==> src/rtl/sds_pkg.sv <==
package sds_pkg;
  localparam int WORD_W  = 32;
  localparam int NUM_SRC = 3;
  localparam int NUM_OUT = 2;
  localparam int SEL_W   = 2;
  localparam int DIV_W   = 6;

  // stage control word positions
  localparam int STG_RST_BIT = 0;
  localparam int STG_PD_BIT  = 1;
  localparam int STG_BYP_BIT = 4;

  // clock-control word positions
  localparam int CTL_EN_LSB  = 0;
  localparam int CTL_SEL_LSB = 4;
  localparam int CTL_DIV_LSB = 8;
  localparam logic [WORD_W-1:0] CTL_RESET = 32'h0000_3F03;

  typedef enum logic [1:0] {
    SRC_IO  = 2'd0,
    SRC_CPU = 2'd1,
    SRC_MEM = 2'd2
  } src_e;

  typedef struct packed {
    logic [DIV_W-1:0]   div;
    logic [SEL_W-1:0]   sel;
    logic [NUM_OUT-1:0] en;
  } clk_cfg_t;

  function automatic clk_cfg_t unpack_cfg(input logic [WORD_W-1:0] w);
    clk_cfg_t c;
    c.div = w[CTL_DIV_LSB +: DIV_W];
    c.sel = w[CTL_SEL_LSB +: SEL_W];
    c.en  = w[CTL_EN_LSB  +: NUM_OUT];
    return c;
  endfunction

  function automatic logic [WORD_W-1:0] pack_cfg(input clk_cfg_t c);
    logic [WORD_W-1:0] w;
    w = '0;
    w[CTL_DIV_LSB +: DIV_W]   = c.div;
    w[CTL_SEL_LSB +: SEL_W]   = c.sel;
    w[CTL_EN_LSB  +: NUM_OUT] = c.en;
    return w;
  endfunction

  function automatic src_e src_of_sel(input logic [SEL_W-1:0] sel);
    src_e s;
    case (sel)
      2'd2:    s = SRC_CPU;
      2'd3:    s = SRC_MEM;
      default: s = SRC_IO;
    endcase
    return s;
  endfunction
endpackage

==> src/rtl/sds_src_stage.sv <==
module sds_src_stage
  import sds_pkg::*;
#(
  parameter int CW = WORD_W
) (
  input  logic          clk,
  input  logic          rst_n,
  input  logic          tick_in,
  input  logic [CW-1:0] ctl,
  output logic          tick_q,
  output logic          chg_q
);
  logic run_d, run_q;
  logic tick_d, chg_d;
  logic unused_ctl;

  assign unused_ctl = ^{ctl[CW-1:STG_BYP_BIT+1], ctl[STG_BYP_BIT-1:STG_PD_BIT+1]};

  // bypass wins over reset and power-down
  always_comb begin
    if (ctl[STG_BYP_BIT]) run_d = 1'b1;
    else                  run_d = !(ctl[STG_RST_BIT] || ctl[STG_PD_BIT]);
    tick_d = run_d & tick_in;
    chg_d  = run_d ^ run_q;
  end

  always_ff @(posedge clk or negedge rst_n) begin
    if (!rst_n) begin
      run_q  <= 1'b0;
      tick_q <= 1'b0;
      chg_q  <= 1'b0;
    end else begin
      run_q  <= run_d;
      tick_q <= tick_d;
      chg_q  <= chg_d;
    end
  end
endmodule

==> src/rtl/sds_src_mux.sv <==
module sds_src_mux
  import sds_pkg::*;
#(
  parameter int NS = NUM_SRC
) (
  input  logic [NS-1:0]    tick,
  input  logic [NS-1:0]    chg,
  input  logic [SEL_W-1:0] sel,
  output logic             tick_o,
  output logic             chg_o
);
  src_e idx;

  always_comb begin
    idx    = src_of_sel(sel);
    tick_o = tick[idx];
    chg_o  = chg[idx];
  end
endmodule

==> src/rtl/sds_ctl_reg.sv <==
module sds_ctl_reg
  import sds_pkg::*;
#(
  parameter int CW = WORD_W,
  parameter int NO = NUM_OUT
) (
  input  logic          clk,
  input  logic          rst_n,
  input  logic          wr_en,
  input  logic [CW-1:0] wr_data,
  output clk_cfg_t      cfg_q,
  output logic [NO-1:0] restart
);
  clk_cfg_t cfg_new, cfg_d;
  logic     cfg_ld;
  logic     unused_wr;

  assign unused_wr = ^wr_data;

  always_comb begin
    cfg_new = unpack_cfg(wr_data);
    cfg_ld  = wr_en;
    cfg_d   = cfg_ld ? cfg_new : cfg_q;
    for (int i = 0; i < NO; i++) begin
      restart[i] = wr_en && ((cfg_new.sel != cfg_q.sel) ||
                             (cfg_new.div != cfg_q.div) ||
                             (cfg_new.en[i] != cfg_q.en[i]));
    end
  end

  always_ff @(posedge clk or negedge rst_n) begin
    if (!rst_n)      cfg_q <= unpack_cfg(CTL_RESET);
    else if (cfg_ld) cfg_q <= cfg_d;
  end
endmodule

==> src/rtl/sds_divider.sv <==
module sds_divider #(
  parameter int DW = 6
) (
  input  logic          clk,
  input  logic          rst_n,
  input  logic          en,
  input  logic          restart,
  input  logic          tick,
  input  logic [DW-1:0] div,
  output logic          stb_q
);
  logic [DW-1:0] cnt_q, cnt_d, term;
  logic          stb_d;

  always_comb begin
    term  = (div == '0) ? '0 : div - 1'b1;
    cnt_d = cnt_q;
    stb_d = 1'b0;
    if (restart || !en) begin
      cnt_d = '0;
    end else if (tick) begin
      if (cnt_q == term) begin
        cnt_d = '0;
        stb_d = 1'b1;
      end else begin
        cnt_d = cnt_q + 1'b1;
      end
    end
  end

  always_ff @(posedge clk or negedge rst_n) begin
    if (!rst_n) begin
      cnt_q <= '0;
      stb_q <= 1'b0;
    end else begin
      cnt_q <= cnt_d;
      stb_q <= stb_d;
    end
  end
endmodule

==> src/rtl/src_div_strobe.sv <==
module src_div_strobe
  import sds_pkg::*;
#(
  parameter int WORD_W_P  = WORD_W,
  parameter int NUM_SRC_P = NUM_SRC,
  parameter int NUM_OUT_P = NUM_OUT
) (
  input  logic                               clk,
  input  logic                               rst_n,
  input  logic [NUM_SRC_P-1:0]               src_tick,
  input  logic [NUM_SRC_P-1:0][WORD_W_P-1:0] stage_ctl,
  input  logic                               ctl_wr_en,
  input  logic [WORD_W_P-1:0]                ctl_wr_data,
  output logic [WORD_W_P-1:0]                ctl_value,
  output logic [NUM_OUT_P-1:0]               ref_stb
);
  logic [NUM_SRC_P-1:0] stg_tick, stg_chg;
  logic                 mux_tick, mux_chg;
  clk_cfg_t             cfg_q;
  logic [NUM_OUT_P-1:0] ctl_restart;

  for (genvar s = 0; s < NUM_SRC_P; s++) begin : g_stage
    sds_src_stage #(.CW(WORD_W_P)) u_stage (
      .clk     (clk),
      .rst_n   (rst_n),
      .tick_in (src_tick[s]),
      .ctl     (stage_ctl[s]),
      .tick_q  (stg_tick[s]),
      .chg_q   (stg_chg[s])
    );
  end

  sds_src_mux #(.NS(NUM_SRC_P)) u_mux (
    .tick   (stg_tick),
    .chg    (stg_chg),
    .sel    (cfg_q.sel),
    .tick_o (mux_tick),
    .chg_o  (mux_chg)
  );

  sds_ctl_reg #(.CW(WORD_W_P), .NO(NUM_OUT_P)) u_ctl (
    .clk     (clk),
    .rst_n   (rst_n),
    .wr_en   (ctl_wr_en),
    .wr_data (ctl_wr_data),
    .cfg_q   (cfg_q),
    .restart (ctl_restart)
  );

  for (genvar i = 0; i < NUM_OUT_P; i++) begin : g_out
    sds_divider #(.DW(DIV_W)) u_div (
      .clk     (clk),
      .rst_n   (rst_n),
      .en      (cfg_q.en[i]),
      .restart (ctl_restart[i] | mux_chg),
      .tick    (mux_tick),
      .div     (cfg_q.div),
      .stb_q   (ref_stb[i])
    );
  end

  assign ctl_value = pack_cfg(cfg_q);
endmodule

==> config.mk <==
export PLATFORM = sky130hd
export DESIGN_NAME = src_div_strobe
export DESIGN_NICKNAME = d
export VERILOG_FILES = /design/src/rtl/sds_pkg.sv /design/src/rtl/sds_src_stage.sv /design/src/rtl/sds_src_mux.sv /design/src/rtl/sds_ctl_reg.sv /design/src/rtl/sds_divider.sv /design/src/rtl/src_div_strobe.sv
export SDC_FILE = /design/constraint.sdc
export NUM_CORES = 1
export LEC_CHECK = 0
export CORE_MARGIN = 3
export CORE_UTILIZATION = 37
export DETAILED_ROUTE_END_ITERATION = 7
export PLACE_DENSITY = 0.84
export SYNTH_ARGS = -nofsm -noshare
export SYNTH_HDL_FRONTEND = slang
export SYNTH_SLANG_ARGS = --single-unit
==> constraint.sdc <==
create_clock -name clk -period 4.24 [get_ports clk]
set_clock_uncertainty 0.1 [all_clocks]
set_input_delay 0.636 -clock clk [delete_from_list [all_inputs] [get_ports clk]]
set_output_delay 0.636 -clock clk [all_outputs]
set_load 0.1 [all_outputs]
After elaboration in Yosys (flattened, before gate mapping)
Index checks and enable logic that the tools add are counted.
- add/subtract/negate cells: 3
- multiply operators: 0
- div/mod/pow operators: 0
- magnitude comparators: 1
- equal/unequal tests: 8
- shift-type cells: 0
- multiplexer cells: 21
- bitwise operators: 8
- reductions and logical operators: 18
- operators with widths (cell ; count):
    6-bit 2-to-1 mux ; 7
    6-bit by 1-bit adder with 6-bit output, second input constant ; 2
    6-bit == test ; 2
    1-bit 2-to-1 mux ; 11
    1-bit logical OR ; 8
    6-bit logical NOT ; 1
    6-bit != test ; 1
    6-bit by 1-bit subtractor with 6-bit output, second input constant ; 1
    1-bit logical NOT ; 5
    1-bit binary-select mux with 2-bit select ; 2
    2-bit == test, second input constant ; 2
    2-bit case mux with 2 select lines ; 1
    2-bit nonzero test ; 2
    1-bit AND ; 3
    2-bit by 3-bit less-than comparator with 1-bit output, second input constant ; 1
    1-bit XOR ; 3
    1-bit logical AND ; 2
    1-bit != test ; 2
    2-bit != test ; 1
    1-bit bitwise OR ; 2
- flip-flop bits (word level): 33
- latch bits: 0
- memory bits (writable): 0
- ROM bits: 0
- input port bits: 134
- logic and storage cells: 75
- memories kept: 0

Depth between registers and ports, before layout
- depth after elaboration: 7
- gate-level depth with buffers: 10
- mapped depth without buffers: 8

Cells and area by module
A second synthesis with hierarchy kept.
- cell total of the unflattened synthesis: 229
- area total of the unflattened synthesis: 2389.8 um^2
- by module, submodules not included (module ; instances ; cells an instance ; area each (um^2) ; seq. area each (um^2)):
    sds_divider ; 2 ; 72 ; 673.1 ; 175.2
    sds_ctl_reg ; 1 ; 36 ; 494.2 ; 260.2
    sds_src_stage ; 3 ; 6 ; 110.1 ; 75.1
    src_div_strobe ; 1 ; 25 ; 181.4 ; 0.0
    sds_src_mux ; 1 ; 6 ; 37.5 ; 0.0

Worst setup path after synthesis
Ideal clock, no wire load.
- path kind: reg-to-reg
- start: register, netlist name u_ctl.cfg_q[4]
- end: register g_out[1].u_div.cnt_q[3]
- arrival time: 2759 ps
- setup slack: 1236 ps
- stages on the path, launching flop included: 11
- clock period less this slack: 3004 ps
- path through: dfstp_2 buf_2 inv_1 ha_1 nand2b_1 clkbuf_1 o21ai_0 xor2_1 a2111oi_4 a22o_1 a21oi_1
- cells in the longest elaborated chain, start to end: 7
- RTL lines (what ; RTL line ; RTL):
    parallel branches: the longest is 7 deep, another holds 6-bit by 1-bit subtractor with 6-bit output ; - ;
    end signal, assigned ; sds_divider.sv:36 ; cnt_q <= cnt_d;
    end, declared ; sds_divider.sv:12 ; logic [DW-1:0] cnt_q, cnt_d, term;
Several ways; the timed one is not identified. The select of a mux whose other input is x is not followed.
A chain may end at the register's enable or synchronous reset.

Worst setup path after layout
- start: register, netlist name u_ctl.cfg_q[4]
- end: output ctl_value[8]
- RTL lines (what ; RTL line ; RTL):
    end, declared ; src_div_strobe.sv:14 ; output logic [WORD_W_P-1:0] ctl_value,
No word-level cell between the ends.

==> impl_metrics.yaml <==
floorplan:
  dieWidth_um: 83.4
  num_rows: 27
  core_um2: 5640
  io_pins: 168
  initial_utilization_pct: 39.3
  dieHeight_um: 83.4
  die_area_um2: 6950
clock_tree:
  clk_pin_slew_ps: 60
  cts_tree: "built"
  cts_sinks: 33
  htreeDepth: 2
  clkLatencyLatePin_ps: 290
  postCtsSetupBuffers: 0
  cts_resized: 0
  cts_buffer_depth: 2
  cts_made_buffers: 5
  root_buffer: "clkbuf_8"
  cts_hold_buffers: 0
timing:
  rsz0062_at_grt: "no"
  fin_tns_setup_ps: 0
  hold_viol_final: 0
  drv_slew: 0
  fin_ws_ps: 1370
  tightest_slew_ps: 978
  finalCritPeriodShare_pct: 67.7
  maxClockFrequency_mhz: 348
  period_minus_slack_ps: 2870
  setup_viol: 0
  slew-limit-headroom_pct: 34.6
finish:
  fin_nets: 401
  fin_cells: 337
  synthToLayoutAreaGrowth_pct: 18.1
  fin_util_pct: 46.4
  drive_gt1_share_pct: 13.2
  antenna_cells: 0
synth:
  yosysWarnings: 0
  synth-seq-cells: 33
  synth_area_um2: 2210
  synth.area.top_cells: "dfrtp_1 28%, dfstp_2 9.5%, buf_4 8.8%, nand2_1 4.7%, xnor2_1 4.0%"
  synth_mux_area_share_pct: 4.41
  yosys.area_share.adder_pct: 1.69
  synth_edf_count: 0
  yosys.area_share.simple_pct: 19.4
  synth_common_cells: "28 x nand2_1, 26 x buf_4, 25 x dfrtp_1, 10 x a21oi_1, 10 x xnor2_1"
  yosys.area.top_type: "dfrtp_1"
  synth_top_family_by_area: "simple AND/OR/NAND/NOR gates"
  synth_compound_area_share_pct: 17.5
  synthXorXnorAreaFrac_pct: 6.72
  synth-seq-area-share_pct: 37.7
  ys.flop_type: "dfrtp_1"
  synthCells: 234
  yosysUniqueCellTypes: 51
  synth_top_area_share_pct: 28.2
  avgSynthCellArea_um2: 9.46
  synth.most_common_cell: "nand2_1"
  synth_async_sr_flop_share_pct: 100
setup_path:
  crit_family: "buffers and inverters"
  criticalPathCategory: "reg -> out"
  cpPeakStageDelay_ps: 1180
  worstPathArrival_ps: 2130
  cp_max_fo: 11
  required_ps: 3500
  end_kind: "primary output"
  cp_slowest_cell: "clkdlybuf4s50_1"
  crit_path_cell_trace: "clkdlybuf4s50_1"
  start_kind: "flip-flop"
  timing.critical_path.buf_inv: 1
global_routing:
  grt_pass1_wl_um: 7320
  grt_use_total_pct: 12.8
  overflow: 0
  grt_antenna_before_repair: 0
  grt_pass1_vias: 1582
  grt_max_degree: 34
placement:
  place_ws_ps: 1570
  dpl.hpwl_um: 3240
  routabilityCongestion: 0.871
  portBuffers: 36
  dp.cells: 329
route:
  drcViolationCount: 0
  drt-total-wl_um: 4330
  drt_pre_antenna_iters: 4
  vias: 1726
  antenna_left: 0
  wl_per_cell_um: 12.8
  drt_iter0_drc: 66
  via_per_inst: 5.12
power_and_ir_drop:
  worst_ir_drop_vdd_mv: 0.229
  p_per_area_nw_per_um2: 363
  cellLeakagePower_nw: 1.04
outcome:
  run_status: "complete, no violations"
run:
  max_cap_viol_count: 0
min_path:
  hold_class: "reg -> reg"
area by class of cell:
class                      instances  area (µm²)
clock buffer                       7        96.3
timing repair buffer              38         375
clock inverter                     1        5.00
sequential                        33         836
multi-input combinational        178        1180
inverter                           8        30.0
tap                               72        90.1
fill                             518        3030
metal layers:
layer | GRT usage, % | wire length (µm)
met1 | 16.3 | 1850
met3 | 3.67 | 279
met5 | 0 | 0
met2 | 20.4 | 2120
met4 | 4.90 | 78
layout by cell type (no fill, tap or decap), drive strengths merged, types with 4 or more instances in the layout:
cell and n:
a21oi 10, clkbuf 7, clkdlybuf4s50 36, conb 22
dfrtp 25, dfstp 8, inv 8, mux2 6
nand2 28, nand2b 5, nand3 8, nor3 8
nor3b 5, o21ai 11, o21bai 4, or3 5
xnor2 10, xor2 7
kinds of logic (layout without fill, tap and decap cells):
kind of cell / count (synthesis) / in the layout
AOI/OAI and AO/OA: 51 / 51
DFF: 33 / 33
other: 1 / 22
adders and majority gates: 3 / 3
muxes: 9 / 9
buffers and inverters: 44 / 54
xor gates and xnor gates: 17 / 17
and+or+nand+nor: 76 / 76
final timing paths:
path / from / end / slack [ps] / depth (start not counted)
worst max-delay path: u_ctl.cfg_q[4]$_DFFE_PN1P_ / ctl_value[8] / 1370 / 1
min in group asynchronous: rst_n / g_stage[2].u_stage.tick_q$_DFF_PN0_ / 650 / 2
max in group asynchronous: rst_n / u_ctl.cfg_q[9]$_DFFE_PN1P_ / 3060 / 2
worst min-delay path: g_stage[0].u_stage.run_q$_DFF_PN0_ / g_stage[0].u_stage.chg_q$_DFF_PN0_ / 340 / 1
worst min register to register: g_stage[0].u_stage.run_q$_DFF_PN0_ / g_stage[0].u_stage.chg_q$_DFF_PN0_ / 340 / 1
worst max register to register: u_ctl.cfg_q[4]$_DFFE_PN1P_ / g_out[1].u_div.cnt_q[4]$_DFFE_PN0P_ / 1520 / 8
power breakdown:
part	switching (mW)	internal [mW]	total [mW]
Clock	0.113	0.147	0.260
Sequential	0.0254	0.339	0.364
Combinational	0.237	0.0882	0.325
Total	0.375	0.573	0.949
flip-flops by register name, indices dropped and copies added (netlist names):
register	cells
g_out.u_div.cnt_q	12
u_ctl.cfg_q	10
g_stage.u_stage.chg_q	3
g_stage.u_stage.run_q	3
g_stage.u_stage.tick_q	3
g_out.u_div.stb_q	2
metrics by stage:
step / power [mW] / instance area, µm² / hold slack, ps
after floorplan: 0.644 / 2290 / 240
after global placement: 0.689 / 2510 / 324
after detailed placement: 0.694 / 2510 / 334
after CTS: 0.960 / 2620 / 343
after global routing: 0.992 / 2620 / 361
final: 0.949 / 2620 / 338
Note: power is estimated with default switching activity, not from simulation.
